===== src/rtl/pmc_pkg.sv =====
package pmc_pkg;
  typedef enum logic [1:0] {
    PM_RUN  = 2'd0,
    PM_IDLE = 2'd1,
    PM_STOP = 2'd2
  } pm_state_e;

  localparam int RST_SRC_N = 3;
  localparam int CAUSE_W   = RST_SRC_N + 1;
endpackage


===== src/rtl/pmc_mcd.sv =====
module pmc_mcd #(
  parameter int MCD_TICKS = 10
) (
  input  logic clk,
  input  logic rst_n,
  input  logic enable,
  input  logic clk_absent,
  input  logic ref_tick,
  output logic fire
);
  localparam int CW = $clog2(MCD_TICKS + 1);
  localparam logic [CW-1:0] LAST = CW'(MCD_TICKS - 1);

  logic [CW-1:0] cnt_q;

  always_ff @(posedge clk or negedge rst_n) begin
    if (!rst_n) begin
      cnt_q <= '0;
      fire  <= 1'b0;
    end else if (!enable || !clk_absent) begin
      cnt_q <= '0;
      fire  <= 1'b0;
    end else if (ref_tick) begin
      if (cnt_q == LAST) begin
        cnt_q <= '0;
        fire  <= 1'b1;
      end else begin
        cnt_q <= cnt_q + 1'b1;
        fire  <= 1'b0;
      end
    end else begin
      fire <= 1'b0;
    end
  end
endmodule


===== src/rtl/pmc_regs.sv =====
module pmc_regs
  import pmc_pkg::*;
(
  input  logic               clk,
  input  logic               rst_n,
  input  logic               wr_en,
  input  logic               addr,
  input  logic [1:0]         wr_data,
  input  logic               rst_evt,
  input  logic [CAUSE_W-1:0] new_cause,
  input  logic               clr_idle,
  output logic               idle_sel,
  output logic               stop_sel,
  output logic               mcd_en,
  output logic [7:0]         rd_data
);
  logic [CAUSE_W-1:0] cause_q;

  always_ff @(posedge clk or negedge rst_n) begin
    if (!rst_n) begin
      idle_sel <= 1'b0;
      stop_sel <= 1'b0;
      mcd_en   <= 1'b1;
      cause_q  <= '0;
    end else if (rst_evt) begin
      idle_sel <= 1'b0;
      stop_sel <= 1'b0;
      mcd_en   <= 1'b1;
      cause_q  <= new_cause;
    end else begin
      if (wr_en && !addr) begin
        idle_sel <= wr_data[0];
        stop_sel <= wr_data[1];
      end
      if (wr_en && addr) begin
        mcd_en <= wr_data[0];
      end
      if (clr_idle) begin
        idle_sel <= 1'b0;
      end
    end
  end

  always_comb begin
    if (addr) rd_data = {cause_q, 3'b000, mcd_en};
    else      rd_data = {6'b000000, stop_sel, idle_sel};
  end
endmodule


===== src/rtl/pmc_fsm.sv =====
module pmc_fsm
  import pmc_pkg::*;
(
  input  logic      clk,
  input  logic      rst_n,
  input  logic      retire,
  input  logic      idle_sel,
  input  logic      stop_sel,
  input  logic      irq_any,
  input  logic      rst_evt,
  output pm_state_e state,
  output logic      clr_idle,
  output logic      wake,
  output logic      cpu_rst
);
  pm_state_e nxt;

  always_comb begin
    nxt = state;
    if (rst_evt) begin
      nxt = PM_RUN;
    end else begin
      unique case (state)
        PM_RUN: begin
          if (retire && stop_sel)      nxt = PM_STOP;
          else if (retire && idle_sel) nxt = PM_IDLE;
        end
        PM_IDLE: if (irq_any) nxt = PM_RUN;
        PM_STOP: nxt = PM_STOP;
        default: nxt = PM_RUN;
      endcase
    end
  end

  assign clr_idle = (state == PM_IDLE) && irq_any && !rst_evt;

  always_ff @(posedge clk or negedge rst_n) begin
    if (!rst_n) begin
      state   <= PM_RUN;
      wake    <= 1'b0;
      cpu_rst <= 1'b0;
    end else begin
      state   <= nxt;
      wake    <= clr_idle;
      cpu_rst <= rst_evt;
    end
  end
endmodule


===== src/rtl/pwr_mode_ctrl.sv =====
module pwr_mode_ctrl
  import pmc_pkg::*;
#(
  parameter int IRQ_W     = 8,
  parameter int MCD_TICKS = 10
) (
  input  logic                 clk,
  input  logic                 rst_n,
  input  logic                 instr_retire,
  input  logic [IRQ_W-1:0]     irq_pend,
  input  logic [RST_SRC_N-1:0] rst_src,
  input  logic                 ref_tick,
  input  logic                 sysclk_ok,
  input  logic                 reg_wr,
  input  logic                 reg_addr,
  input  logic [1:0]           reg_wdata,
  output logic [7:0]           reg_rdata,
  output logic                 cpu_clk_en,
  output logic                 periph_clk_en,
  output logic                 osc_en,
  output logic                 wake,
  output logic                 cpu_rst
);
  pm_state_e          state;
  logic               idle_sel, stop_sel, mcd_en, mcd_fire;
  logic               rst_evt, clr_idle, clk_absent;
  logic [CAUSE_W-1:0] new_cause;

  assign rst_evt    = (|rst_src) | mcd_fire;
  assign new_cause  = {rst_src[2], rst_src[1], mcd_fire, rst_src[0]};
  assign clk_absent = !osc_en || !sysclk_ok;

  assign cpu_clk_en    = (state == PM_RUN);
  assign periph_clk_en = (state != PM_STOP);
  assign osc_en        = (state != PM_STOP);

  pmc_regs u_regs (
    .clk(clk), .rst_n(rst_n), .wr_en(reg_wr), .addr(reg_addr),
    .wr_data(reg_wdata), .rst_evt(rst_evt), .new_cause(new_cause),
    .clr_idle(clr_idle), .idle_sel(idle_sel), .stop_sel(stop_sel),
    .mcd_en(mcd_en), .rd_data(reg_rdata)
  );

  pmc_mcd #(.MCD_TICKS(MCD_TICKS)) u_mcd (
    .clk(clk), .rst_n(rst_n), .enable(mcd_en), .clk_absent(clk_absent),
    .ref_tick(ref_tick), .fire(mcd_fire)
  );

  pmc_fsm u_fsm (
    .clk(clk), .rst_n(rst_n), .retire(instr_retire), .idle_sel(idle_sel),
    .stop_sel(stop_sel), .irq_any(|irq_pend), .rst_evt(rst_evt),
    .state(state), .clr_idle(clr_idle), .wake(wake), .cpu_rst(cpu_rst)
  );
endmodule


===== config.mk =====
export PLATFORM = sky130hd
export DESIGN_NAME = pwr_mode_ctrl
export DESIGN_NICKNAME = d
export VERILOG_FILES = /design/src/rtl/pmc_pkg.sv /design/src/rtl/pmc_mcd.sv /design/src/rtl/pmc_regs.sv /design/src/rtl/pmc_fsm.sv /design/src/rtl/pwr_mode_ctrl.sv
export SDC_FILE = /design/constraint.sdc
export NUM_CORES = 1
export LEC_CHECK = 0
export ABC_AREA = 1
export BUFFER_PORTS_ARGS = -buffer_cell sky130_fd_sc_hd__buf_2
export CAP_MARGIN = 5
export CORE_UTILIZATION = 40
export DETAILED_ROUTE_END_ITERATION = 10
export GPL_TIMING_DRIVEN = 0
export PLACE_DENSITY = 0.76
export SLEW_MARGIN = 20
export SYNTH_ARGS = -nofsm -noshare
export SYNTH_HDL_FRONTEND = slang
export SYNTH_SLANG_ARGS = --single-unit

===== constraint.sdc =====
create_clock -name clk -period 1.3 [get_ports clk]
set_input_delay 0.195 -clock clk [delete_from_list [all_inputs] [get_ports clk]]
set_output_delay 0.195 -clock clk [all_outputs]
set_load 0.005 [all_outputs]

# Yosys cells after proc, flatten, opt, wreduce, memory -nomap -nowiden
# Index checks and enable logic that the tools add are counted.
[classes] addsub=1 n_eq_ne=6 mux=19 bitwise_logic=1 reduce_logical=22
[ops] op="4-bit two-way mux" n=3
[ops] op="1-bit two-way mux" n=10
[ops] op="2-bit two-way mux" n=4
[ops] op="8-bit two-way mux" n=1
[ops] op="8-bit OR reduction" n=1
[ops] op="1-bit logical AND" n=6
[ops] op="1-bit zero test" n=6
[ops] op="2-bit one-hot mux with 3 select lines" n=1
[ops] op="2-bit nonzero test" n=3
[ops] op="4-bit by 1-bit adder with 4-bit output (second input constant)" n=1
[ops] op="4-bit == test (second input constant)" n=1
[ops] op="4-bit by 1-bit != test with 1-bit output (second input constant)" n=1
[ops] op="3-bit by 1-bit != test with 1-bit output (second input constant)" n=1
[ops] op="3-bit nonzero test" n=1
[ops] op="3-bit OR reduction" n=1
[ops] op="2-bit by 1-bit == test with 1-bit output (second input constant)" n=1
[ops] op="2-bit == test (second input constant)" n=1
[ops] op="2-bit zero test" n=1
[ops] op="1-bit logical OR" n=2
[ops] op="2-bit != test (second input constant)" n=1
[ops] op="2-bit AND reduction" n=1
[ops] op="1-bit bitwise OR" n=1
[totals] reg_bits=16 input_bits=20 out_inout_bits=13 word_cells=58

# Longest topological paths before layout
[logic_depth] ltp_word=6 depth_mapped=7 depth_no_buf=7

# Hierarchy
# From an unflattened synthesis, not the netlist that was laid out.
[unflattened] hier_cells=141 area_unflattened_um2=935.9
[modules_own_cells] module="pmc_regs" instances=1 cells_per_inst=54 area_each_um2=376.6 seq_area_each_um2=176.4
[modules_own_cells] module="pmc_mcd" instances=1 cells_per_inst=41 area_each_um2=289.0 seq_area_each_um2=125.1
[modules_own_cells] module="pmc_fsm" instances=1 cells_per_inst=23 area_each_um2=180.2 seq_area_each_um2=100.1
[modules_own_cells] module="pwr_mode_ctrl" instances=1 cells_per_inst=23 area_each_um2=90.1 seq_area_each_um2=0.0

# Worst setup path after synthesis
# Ideal clock, no wire load.
[synth_path] kind="register to register" startpoint="register u_mcd.cnt_q[0]" endpoint="register u_mcd.cnt_q[1]" setup_time_ps=83 t_arrival_ps=1043 required_ps=1217 path_slack_ps=174 path_stages_with_launch=6 path_buffers=0 synth_period_minus_slack_ps=1126 path_cell_list="dfrtp_1 > ha_1 > nand2_1 > nor2_1 > or2_1 > o21ai_0"
[synth_between] elab_chain_len=4 elab_cells_between_ends=5 cone_classes="add/sub (1); eq/ne (1); mux (3)"
[synth_rtl] item="from (decl)" line_no="pmc_mcd.sv:14" rtl="logic [CW-1:0] cnt_q;"
[synth_rtl] item="from (signal assigned)" line_no="pmc_mcd.sv:28" rtl="cnt_q <= cnt_q + 1'b1;"
[synth_rtl] item="4-bit by 1-bit adder with 4-bit output or 4-bit == test (tied branches)" line_no="pmc_mcd.sv:28, pmc_mcd.sv:24"
[synth_rtl] item="4-bit two-way mux (*)" line_no="pmc_mcd.sv:24" rtl="if (cnt_q == LAST) begin"
[synth_rtl] item="4-bit two-way mux (*)" line_no="pmc_mcd.sv:23" rtl="end else if (ref_tick) begin"
[synth_rtl] item="4-bit two-way mux (*)" line_no="pmc_mcd.sv:20" rtl="end else if (!enable || !clk_absent) begin"
# Every way passes the cells marked *; elsewhere a longest branch is shown, timed or not. The select of a mux whose other input is x is not followed.
# A chain may end at the register's enable or synchronous reset.

# Worst setup path after layout
# Same ends and word-level chain as after synthesis.

==> flow_summary.json <==
{
  "status": "finished, violations left",
  "violations": "negative setup slack",
  "ys_top_cells_by_area": "dfrtp_1 (44%), nand2_1 (15%), inv_1 (7.0%)",
  "period_needed_ns": 1.33,
  "ys_seq_area_frac": 0.467,
  "wl_per_cell_um": 10.6,
  "rsz0062_at_grt": "yes",
  "reg2reg_from": "u_mcd.cnt_q[0]",
  "cts_sinks": 16,
  "leakagePower_nw": 0.621,
  "port_buffers": 29,
  "synthTopCellsByCount": "nand2_1 (34), inv_1 (16), dfrtp_1 (15)",
  "antenna-diode-count": 0,
  "cp.required_ns": 1.47,
  "ctsLongestPathBuffers": 2,
  "worstPathMaxFanout": 6,
  "power_mw": 0.925,
  "dr_total_vias": 795,
  "worstSetupEndpointType": "register",
  "nFillCells": 192,
  "critical-path-max-stage-delay_ns": 0.45,
  "slowest_stage": "dfrtp_2",
  "fin_cells": 174,
  "path_class": "reg -> reg",
  "cts_tree": "built",
  "start_util": 0.434,
  "final_antenna_net_count": 0,
  "placedCellCount": 168,
  "drt_iter0_drc": 18,
  "path_cells": "ha_1 -> nand2_1 -> nor2_2 -> or2_1 -> o21ai_0",
  "avgSynthCellArea_um2": 7.74,
  "max_cap_violations": 0,
  "syn_to_final_growth_pct": 28.7,
  "die_w_um": 48.4,
  "cts-buffers-inserted": 3,
  "hold_path_depth": 2,
  "vias_per_cell": 4.57,
  "min_to": "u_regs.cause_q[0]",
  "gp_congestion": 0.788,
  "netlist_area_um2": 860,
  "worstHoldStart": "rst_src[0]",
  "setup_ws_ns": -0.0280,
  "grt_max_degree": 17,
  "first_global_vias": 778,
  "ir_drop_uv": 529,
  "finClkSkew_ns": 0.000507,
  "htreeDepth": 1,
  "synth_top_area_frac": 0.437,
  "synthCells": 111,
  "async_flop_share": 1.00,
  "rr_endpoint": "u_mcd.cnt_q[1]",
  "post-route-period-util": 1.02,
  "drive_gt1_frac": 0.333,
  "finalSetupViolations": 1,
  "num_rows": 16,
  "seq_area_um2": 404,
  "routed_wl_um": 1850,
  "dp_hpwl_um": 1290,
  "synth_edf_count": 0,
  "clk_latency_ns": 0.27,
  "synth.distinct_cells": 25,
  "core_um2": 1980,
  "pin_count": 33,
  "ys_warn_count": 0,
  "grt_pass1_wl_um": 3040,
  "die_h_um": 48.4,
  "synth.most_common_cell": "nand2_1",
  "synth_seq_cells": 16,
  "drc": 0,
  "multi_input_area_um2": 378,
  "start_kind": "register",
  "cts-root-buf": "clkbuf_4",
  "worstHoldPathType": "in -> reg",
  "arrival_ns": 1.50,
  "max_freq_ghz": 0.753,
  "gr-usage-all-layers": 0.164,
  "die_area_um2": 2340,
  "antenna_found_initial": 0,
  "ff2ff_path_depth": 5,
  "cts.reportedPaths.clkPinSlew_ns": 0.09,
  "final_hold_viol_count": 0,
  "synthFlopType": "dfrtp_1",
  "nets": 170,
  "reg2reg_setup_slack_ns": -0.03,
  "p_per_area_nw_per_um2": 836,
  "gr-total-overflow": 0,
  "drv_slew": 0,
  "synth.largest_area_cell": "dfrtp_1",
  "drtPass1Iterations": 4
}
-- area by class of cell --
cell class / count / share of cell area
plain buffers: 4 / 0.0283
clock buffers: 4 / 0.0238
inverters: 17 / 0.0577
multi-input cells: 75 / 0.342
flip-flops and latches: 16 / 0.365
well taps: 27 / 0.0305
repair buffers: 31 / 0.153
-- flip-flops by register name (all words and copies together) (netlist names) --
signal and flops:
u_fsm.wake 1, u_regs.cause_q 4, u_regs.mcd_en 1, u_fsm.cpu_rst 1, u_fsm.state 2, u_mcd.cnt_q 4
u_regs.idle_sel 1, u_regs.stop_sel 1, u_mcd.fire 1
-- stage by stage --
step	TNS (ns)	hold slack [ns]	setup WS (ns)	instance area, um^2	util
floorplan	0	-0.101	0.174	863	-
global placement	0	0.119	0.0946	1040	0.526
detailed placement	0	0.128	0.0412	1040	0.526
CTS	0	0.118	0.0165	1080	0.544
global route	-0.0603	0.127	-0.0299	1110	0.558
finish	-0.0280	0.127	-0.0280	1110	0.558
-- cells in the final DEF (no fill, tap or decap), drive strengths merged --
cell type,netlist,layout
nand4,2,2
dfrtp,15,15
xor2,1,1
buf,4,34
o21ai,2,2
o211ai,1,1
a21oi,1,1
a21o,2,2
dfstp,1,1
dlygate4sd3,0,1
or2,2,2
nor3,2,2
clkbuf,0,4
clkinv,1,1
nor2,16,16
inv,16,16
a211oi,2,2
ha,2,2
conb,1,2
nand3,6,6
nand2,34,34
-- timing repair --
item	in CTS	in global routing
resized for setup	0	9
hold endpoints to repair	15	0
buffers inserted	0	1
setup endpoints to repair	0	4
hold buffers	1	0
-- critical path: cells and delay by family, from the launching register on --
kind	cells	cell delay [ns]
flops	1	0.45
compound gates	1	0.23
fa+ha+maj	1	0.20
simple gates	3	0.34
-- per-layer routing --
metal	track usage	routed length [um]	vias to the layer above
met5	0	0	-
met4	0.0735	12	0
met3	0.0346	51	2
met2	0.291	988	17
met1	0.189	793	368
li1	-	-	408
-- cell families (layout without fill, tap and decap cells) --
logic type | Yosys count | after routing | share of synthesized area
and+or+nand+nor | 62 | 62 | 0.320
buffers and inverters | 21 | 56 | 0.106
DFF | 16 | 16 | 0.467
AOI/OAI and AO/OA | 8 | 8 | 0.0626
adders and majority gates | 2 | 2 | 0.0291
other | 1 | 2 | 0.00436
xor gates and xnor gates | 1 | 1 | 0.0102
-- where the power goes --
| group | switching, mW | total, mW | internal, mW |
|---|---|---|---|
| clock network | 0.145 | 0.264 | 0.119 |
| registers | 0.0148 | 0.529 | 0.514 |
| logic | 0.0726 | 0.132 | 0.0597 |
| total | 0.232 | 0.925 | 0.693 |
-- how the worst max path moves through the flow --
stage,start,endpoint,slack (ns)
final,u_mcd.cnt_q[0],u_mcd.cnt_q[1],-0.03
after global routing,u_mcd.cnt_q[0],u_mcd.cnt_q[1],-0.03
after CTS,u_regs.mcd_en,reg_rdata[0],0.02
after detailed placement,u_mcd.cnt_q[0],u_mcd.cnt_q[1],0.04
after global placement,u_mcd.cnt_q[0],u_mcd.cnt_q[1],0.09
after floorplan,u_mcd.cnt_q[0],u_mcd.cnt_q[1],0.17
No activity file was read; power rests on OpenSTA's default activity.
